File: src/rtl/johnson_sc_pkg.sv
package johnson_sc_pkg;

    typedef enum logic [1:0] {
        SRC_HOLD  = 2'd0,
        SRC_SHIFT = 2'd1,
        SRC_LOAD  = 2'd2,
        SRC_CLEAR = 2'd3
    } next_src_e;

    localparam int unsigned MIN_STAGES = 2;

endpackage

File: src/rtl/johnson_sc_feedback.sv
module johnson_sc_feedback #(
    parameter int unsigned N = 4
) (
    input  logic [N-1:0] q_i,
    output logic         fb_o
);
    logic plain_fb;
    logic keep_term;

    always_comb begin
        plain_fb  = ~q_i[N-1];
        // stays 1 on every cycle state whose top stage is 0
        keep_term = q_i[0] | ~q_i[N-2];
        fb_o      = plain_fb & keep_term;
    end
endmodule

File: src/rtl/johnson_sc_decode.sv
module johnson_sc_decode #(
    parameter int unsigned N = 4,
    localparam int unsigned S = 2 * N
) (
    input  logic [N-1:0] q_i,
    output logic [S-1:0] dec_o
);
    for (genvar k = 0; k < S; k++) begin : g_term
        if (k == 0) begin : g_empty
            assign dec_o[k] = ~q_i[N-1] & ~q_i[0];
        end else if (k < N) begin : g_fill
            assign dec_o[k] = q_i[k-1] & ~q_i[k];
        end else if (k == N) begin : g_full
            assign dec_o[k] = q_i[N-1] & q_i[0];
        end else begin : g_drain
            assign dec_o[k] = ~q_i[k-N-1] & q_i[k-N];
        end
    end
endmodule

File: src/rtl/johnson_sc_valid.sv
module johnson_sc_valid #(
    parameter int unsigned N = 4
) (
    input  logic [N-1:0] q_i,
    output logic         valid_o
);
    logic [N-2:0]          edges;
    logic [$clog2(N):0]    n_edges;

    always_comb begin
        edges   = q_i[N-1:1] ^ q_i[N-2:0];
        n_edges = '0;
        for (int i = 0; i < N - 1; i++) begin
            n_edges = n_edges + {{$clog2(N){1'b0}}, edges[i]};
        end
        valid_o = (n_edges <= 1);
    end
endmodule

File: src/rtl/johnson_sc.sv
module johnson_sc
    import johnson_sc_pkg::*;
#(
    parameter int unsigned N = 4,
    localparam int unsigned S = 2 * N
) (
    input  logic         clk_i,
    input  logic         rst_i,
    input  logic         en_i,
    input  logic         load_i,
    input  logic [N-1:0] load_val_i,
    output logic [N-1:0] count_o,
    output logic [S-1:0] dec_o,
    output logic         valid_o,
    output logic         div_o
);
    typedef struct packed {
        logic [N-1:0] ring;
    } state_t;

    state_t    st_d, st_q;
    next_src_e src_d;
    logic      fb_d;

    johnson_sc_feedback #(.N(N)) u_fb (
        .q_i  (st_q.ring),
        .fb_o (fb_d)
    );

    johnson_sc_decode #(.N(N)) u_dec (
        .q_i   (st_q.ring),
        .dec_o (dec_o)
    );

    johnson_sc_valid #(.N(N)) u_val (
        .q_i     (st_q.ring),
        .valid_o (valid_o)
    );

    always_comb begin
        if (rst_i)       src_d = SRC_CLEAR;
        else if (load_i) src_d = SRC_LOAD;
        else if (en_i)   src_d = SRC_SHIFT;
        else             src_d = SRC_HOLD;

        st_d = st_q;
        unique case (src_d)
            SRC_CLEAR: st_d.ring = '0;
            SRC_LOAD:  st_d.ring = load_val_i;
            SRC_SHIFT: st_d.ring = {st_q.ring[N-2:0], fb_d};
            default:   st_d.ring = st_q.ring;
        endcase
    end

    always_ff @(posedge clk_i) begin
        st_q <= st_d;
    end

    assign count_o = st_q.ring;
    assign div_o   = st_q.ring[N-1];
endmodule

File: config.mk
export PLATFORM = sky130hd
export DESIGN_NAME = johnson_sc
export DESIGN_NICKNAME = d
export VERILOG_FILES = /design/src/rtl/johnson_sc_pkg.sv /design/src/rtl/johnson_sc_feedback.sv /design/src/rtl/johnson_sc_decode.sv /design/src/rtl/johnson_sc_valid.sv /design/src/rtl/johnson_sc.sv
export SDC_FILE = /design/constraint.sdc
export NUM_CORES = 1
export LEC_CHECK = 0
export BUFFER_PORTS_ARGS = -buffer_cell sky130_fd_sc_hd__buf_4
export CAP_MARGIN = 20
export CORE_AREA = 8 8 45 47
export DETAILED_ROUTE_END_ITERATION = 16
export DIE_AREA = 0 0 53 55
export MAX_ROUTING_LAYER = met4
export PLACE_DENSITY = 0.65
export SLEW_MARGIN = 20
export SYNTH_ARGS = -nofsm -noshare
export SYNTH_HDL_FRONTEND = slang
export SYNTH_SLANG_ARGS = --single-unit
File: constraint.sdc
create_clock -name clk_i -period 2.4 [get_ports clk_i]
set_input_delay 0.48 -clock clk_i [delete_from_list [all_inputs] [get_ports clk_i]]
set_output_delay 0.48 -clock clk_i [all_outputs]
set_load 0.05 [all_outputs]
==> impl_metrics.yaml, run 1 <==
grt:
  grtUsageMet2_pct: 11.7
  grt_pass1_vias: 382
  grt_pass1_wl_um: 1530
  overflow: 0
  busiest_layer: "met2"
  antenna_found_initial: 0
  use_met3_pct: 1.07
  grt_max_degree: 7
  grt_usage_pct: 7.12
  use_met1_pct: 7.67
worst_hold_path:
  worstHoldEndpoint: "count_o[1]$_DFFE_PP_"
  hp-class: "in2reg"
  hold-path-cell-count: 3
  hp-start: "load_val_i[1]"
final_layout:
  diodes: 0
  syn2layout_area_growth_pct: 54.2
  drive_above_1_share_pct: 44.4
  nFillCells: 151
  largest_register_ffs: 4
  layout.nets: 83
  final_area_um2: 581
  mostFrequentLayoutCells: "buf_4, ha_1, inv_1"
  final_common_cell: "buf_4"
critical_path:
  end_kind: "primary output"
  arrival_ns: 1.81
  rr_worst_depth: 3
  cp-start-kind: "register"
  crit_type: "reg2out"
  rrSetupSlack_ns: 1.35
  critPathMaxFanout: 6
  cp_data_required_time_ns: 1.92
  regToRegStartpoint: "count_o[2]$_DFFE_PP_"
  r2r-end: "count_o[0]$_DFFE_PP_"
sta:
  finalCriticalPeriod_ns: 2.29
  finalHoldViolCount: 0
  post-route-period-util_pct: 95.2
  skew_ns: 0.00291
  tightest_slew_ns: 0.275
  setup_violations: 0
  timing.fmax_mhz: 438
  fin_setup_tns_ns: 0
  max_slew_margin_pct: 81.7
  rsz0062_at_grt: "false"
  slew_viol_final: 0
placement:
  gp_congestion: 0.728
  portBuffers: 21
  placed_area_um2: 558
  hpwlAfterDp_um: 791
logic_synthesis:
  yosys.area.top_type_share_pct: 33.2
  synthMuxAreaShare_pct: 0
  yosys.area_share.simple_pct: 7.64
  synth-compound-area-share_pct: 14.3
  synthXorXnorAreaFrac_pct: 0
  yosysTopAreaCell: "ha_1"
  synth_nets: 58
  synth_top_family_by_area: "adder cells"
  postSynthAreaPerCell_um2: 9.42
  yosysSeqAreaShare_pct: 31.9
  yosys-top-cells-area: "ha_1, edfxtp_1, inv_1, a22oi_1, nor2_1"
  postSynthCellCount: 40
  synthAdderAreaFrac_pct: 33.2
  synth_cell_types: 13
  yosys_warnings: 0
  synth_area_um2: 377
  ys_seq_elements: 4
floorplan:
  die_h_um: 55
  io_pins: 22
  die-area_um2: 2920
  num_rows: 14
  coreArea_um2: 1380
  start_util_pct: 27.2
  die_x_um: 53
clock_tree:
  ctsResizeCount: 0
  max-clock-path-buffers: 2
  clock-sinks: 4
  cts_setup_buffers: 0
  cts_root_buf: "clkbuf_4"
  path_clk_slew_ns: 0.04
  cts_hold_buf: 0
  worstSkewPairLatency_ns: 0.23
  cts_max_level: 1
  tritoncts: "built"
  cts_buffers: 3
drt:
  route.detailed.drc: 0
  wl_um: 920
  drt_iter0_drc: 1
  drt_pre_antenna_iters: 2
  vias: 339
  ant_nets: 0
  viasPerCell: 4.29
  wl_per_cell_um: 11.6
power_and_ir_drop:
  vdd_ir_drop_max_mv: 0.220
  power_density_nw_per_um2: 579
  p_leak_nw: 0.314
run:
  max_cap_viol_count: 0
outcome:
  outcome: "completed"
how the worst max path moves through the flow:
stage | start | endpoint | depth (start not counted)
2_1_floorplan | count_o[0]$_DFFE_PP_ | valid_o | 5
3_3_place_gp | count_o[0]$_DFFE_PP_ | valid_o | 6
3_5_place_dp | count_o[0]$_DFFE_PP_ | valid_o | 6
4_1_cts | count_o[0]$_DFFE_PP_ | valid_o | 6
5_1_grt | count_o[0]$_DFFE_PP_ | valid_o | 6
6_report | count_o[0]$_DFFE_PP_ | valid_o | 6
stage by stage:
step                      utilization (%)  cells  worst slack, ns  power, W  hold WS [ns]
final                                42.0     79            0.114  0.000336         0.595
after floorplan                         -     40            0.104  0.000214         0.727
after global routing                 42.0     79           0.0438  0.000357         0.616
after CTS                            42.0     79            0.104  0.000343         0.590
after detailed placement             40.3     76            0.362  0.000259         0.709
after global placement               40.3     76            0.376  0.000259         0.692
cell families (layout without fill, tap and decap cells):
family                   Yosys count  count (layout)
AO/OA/AOI/OAI                      7               7
adder cells (fa/ha/maj)           10              10
buffers and inverters             12              35
flip-flops                         4               4
AND/OR/NAND/NOR                    7               7
where the power goes:
group	total, W	switching (W)	internal [W]
Sequential	0.0000931	0.00000934	0.0000838
Clock	0.0000790	0.0000234	0.0000556
Combinational	0.000164	0.000111	0.0000531
Total	0.000336	0.000144	0.000193
final cells by class:
cell class / count / area, um2 / area share, %
Timing Repair Buffer: 21 / 158 / 27.2
Tap cell: 16 / 20.0 / 3.45
Inverter: 11 / 41.3 / 7.11
Clock buffer: 3 / 22.5 / 3.88
Multi-Input combinational cell: 24 / 219 / 37.7
Sequential cell: 4 / 120 / 20.7
per-layer routing:
| layer | part of all wire (%) | vias to the layer above | wire length, um |
|---|---|---|---|
| met1 | 46 | 153 | 422 |
| met2 | 50 | 10 | 458 |
| met3 | 4.2 | 0 | 39 |
| li1 | - | 176 | - |
| met5 | 0 | - | 0 |
| met4 | 0 | 0 | 0 |
worst max-delay path: stages, from the launching register on:
cell and delay [ns]:
edfxtp_1 0.49, inv_1 0.10, ha_1 0.28, inv_1 0.04, ha_1 0.32, a21oi_4 0.14
buf_4 0.20
cells in the mapped netlist:
| cell type | instances |
|---|---|
| inv_1 | 9 |
| buf_4 | 1 |
| ha_1 | 10 |
| edfxtp_1 | 4 |
| clkinv_1 | 1 |
| or2_1 | 1 |
| inv_2 | 1 |
| a21oi_1 | 2 |
| a22oi_1 | 3 |
| nor2_1 | 5 |
| nand2_1 | 1 |
| a21oi_2 | 1 |
| o211ai_2 | 1 |
Note: power is estimated with default switching activity, not from simulation.
==> inputs of run 2 (changes only) <==
BUFFER_PORTS_ARGS = -buffer_cell sky130_fd_sc_hd__buf_2   (was -buffer_cell sky130_fd_sc_hd__buf_4)
==> impl_metrics.yaml, run 2 (synthesis gave the netlist of run 1 again) <==
sta:
  rsz0062_at_grt: "false"
  setup_violations: 0
  slew_viol_final: 0
  finalHoldViolCount: 0
  fin_setup_tns_ns: 0
  max_slew_margin_pct: 83.0
  skew_ns: 0.00396
  finalCriticalPeriod_ns: 2.29
  post-route-period-util_pct: 95.4
  whs_ns: 0.577
  tightest_slew_ns: 0.257
  timing.fmax_mhz: 437
clock_tree:
  cts_max_level: 1
  cts_setup_buffers: 0
  path_clk_slew_ns: 0.04
  ctsResizeCount: 0
  cts_hold_buf: 0
  max-clock-path-buffers: 2
  tritoncts: "built"
  cts_buffers: 3
  clock-sinks: 4
  worstSkewPairLatency_ns: 0.24
  cts_root_buf: "clkbuf_4"
worst_hold_path:
  hp-start: "load_val_i[1]"
  hp-class: "in2reg"
final_layout:
  drive_above_1_share_pct: 46.2
  largest_register_ffs: 4
  fin_util_pct: 39.2
  nFillCells: 155
  final_cells: 81
  diodes: 0
  final_common_cell: "buf_2"
  layout.nets: 85
  multi_input_area_um2: 219
  mostFrequentLayoutCells: "buf_2, ha_1, inv_1"
  layout.area.seq_um2: 120
  syn2layout_area_growth_pct: 44.2
placement:
  portBuffers: 21
  dp.cells: 76
  hpwlAfterDp_um: 830
  gp_congestion: 0.755
critical_path:
  cp-start-kind: "register"
  crit_top_cell: "ha_1"
  critPathMaxFanout: 5
  cp_slowest_stage_delay_ns: 0.48
  regToRegStartpoint: "count_o[0]$_DFFE_PP_"
  crit_slowest_cell: "edfxtp_1"
  arrival_ns: 1.81
  end_kind: "primary output"
  cp_data_required_time_ns: 1.92
  worstPathCellList: "ha_1, inv_1, ha_1, a21oi_4, buf_2"
  startpoint: "count_o[2]$_DFFE_PP_"
  crit_type: "reg2out"
floorplan:
  start_util_pct: 27.2
  coreArea_um2: 1380
  num_rows: 14
  die_x_um: 53
  io_pins: 22
  die_h_um: 55
  die-area_um2: 2920
grt:
  grt_pass1_vias: 385
  grt_max_degree: 7
  grt_usage_pct: 7.97
  grt_pass1_wl_um: 1670
  antenna_found_initial: 0
  overflow: 0
power_and_ir_drop:
  p_leak_nw: 0.314
  vdd_ir_drop_max_mv: 0.264
  p_total_w: 0.000332
  power_density_nw_per_um2: 611
drt:
  vias: 358
  route.detailed.drc: 0
  wl_um: 980
  drt_pre_antenna_iters: 2
  wl_per_cell_um: 12.1
  viasPerCell: 4.42
  drt_iter0_drc: 6
  ant_nets: 0
outcome:
  outcome: "completed"
run:
  max_cap_viol_count: 0
[run 2: worst paths after layout]
check,slack [ns],depth (start not counted),to
min reg2reg,0.74,2,count_o[2]$_DFFE_PP_
min,0.58,3,count_o[1]$_DFFE_PP_
max reg2reg,1.34,3,count_o[0]$_DFFE_PP_
max,0.11,5,valid_o
[run 2: through the flow]
stage | worst slack, ns | area [um2]
2_1_floorplan | 0.104 | 388
5_1_grt | 0.0484 | 543
4_1_cts | 0.0329 | 528
6_report | 0.111 | 543
3_3_place_gp | 0.338 | 505
3_5_place_dp | 0.296 | 505
[run 2: area by class of cell]
cell class,count,share of cell area (%)
well taps,16,3.69
clock buffers,3,4.15
repair buffers,23,22.1
flip-flops and latches,4,22.1
multi-input cells,24,40.3
inverters,11,7.60
[run 2: layer usage]
layer	share of wire (%)	routed length [um]	track usage [%]
met5	0	0	-
met4	1.9	19	5.17
met3	5.8	57	2.14
met2	50	492	13.5
met1	42	412	7.99
[run 2: power by group]
group / switching, W / total (W) / internal, W
Combinational: 0.000114 / 0.000156 / 0.0000415
Clock: 0.0000295 / 0.0000856 / 0.0000561
Sequential: 0.00000698 / 0.0000906 / 0.0000836
Total: 0.000151 / 0.000332 / 0.000181
[run 2: worst max-delay path: cells and delay by family, from the launching register on]
family / cells / cell delay (ns)
buf+inv: 2 / 0.31
flops: 1 / 0.48
fa+ha+maj: 2 / 0.63
compound gates: 1 / 0.15
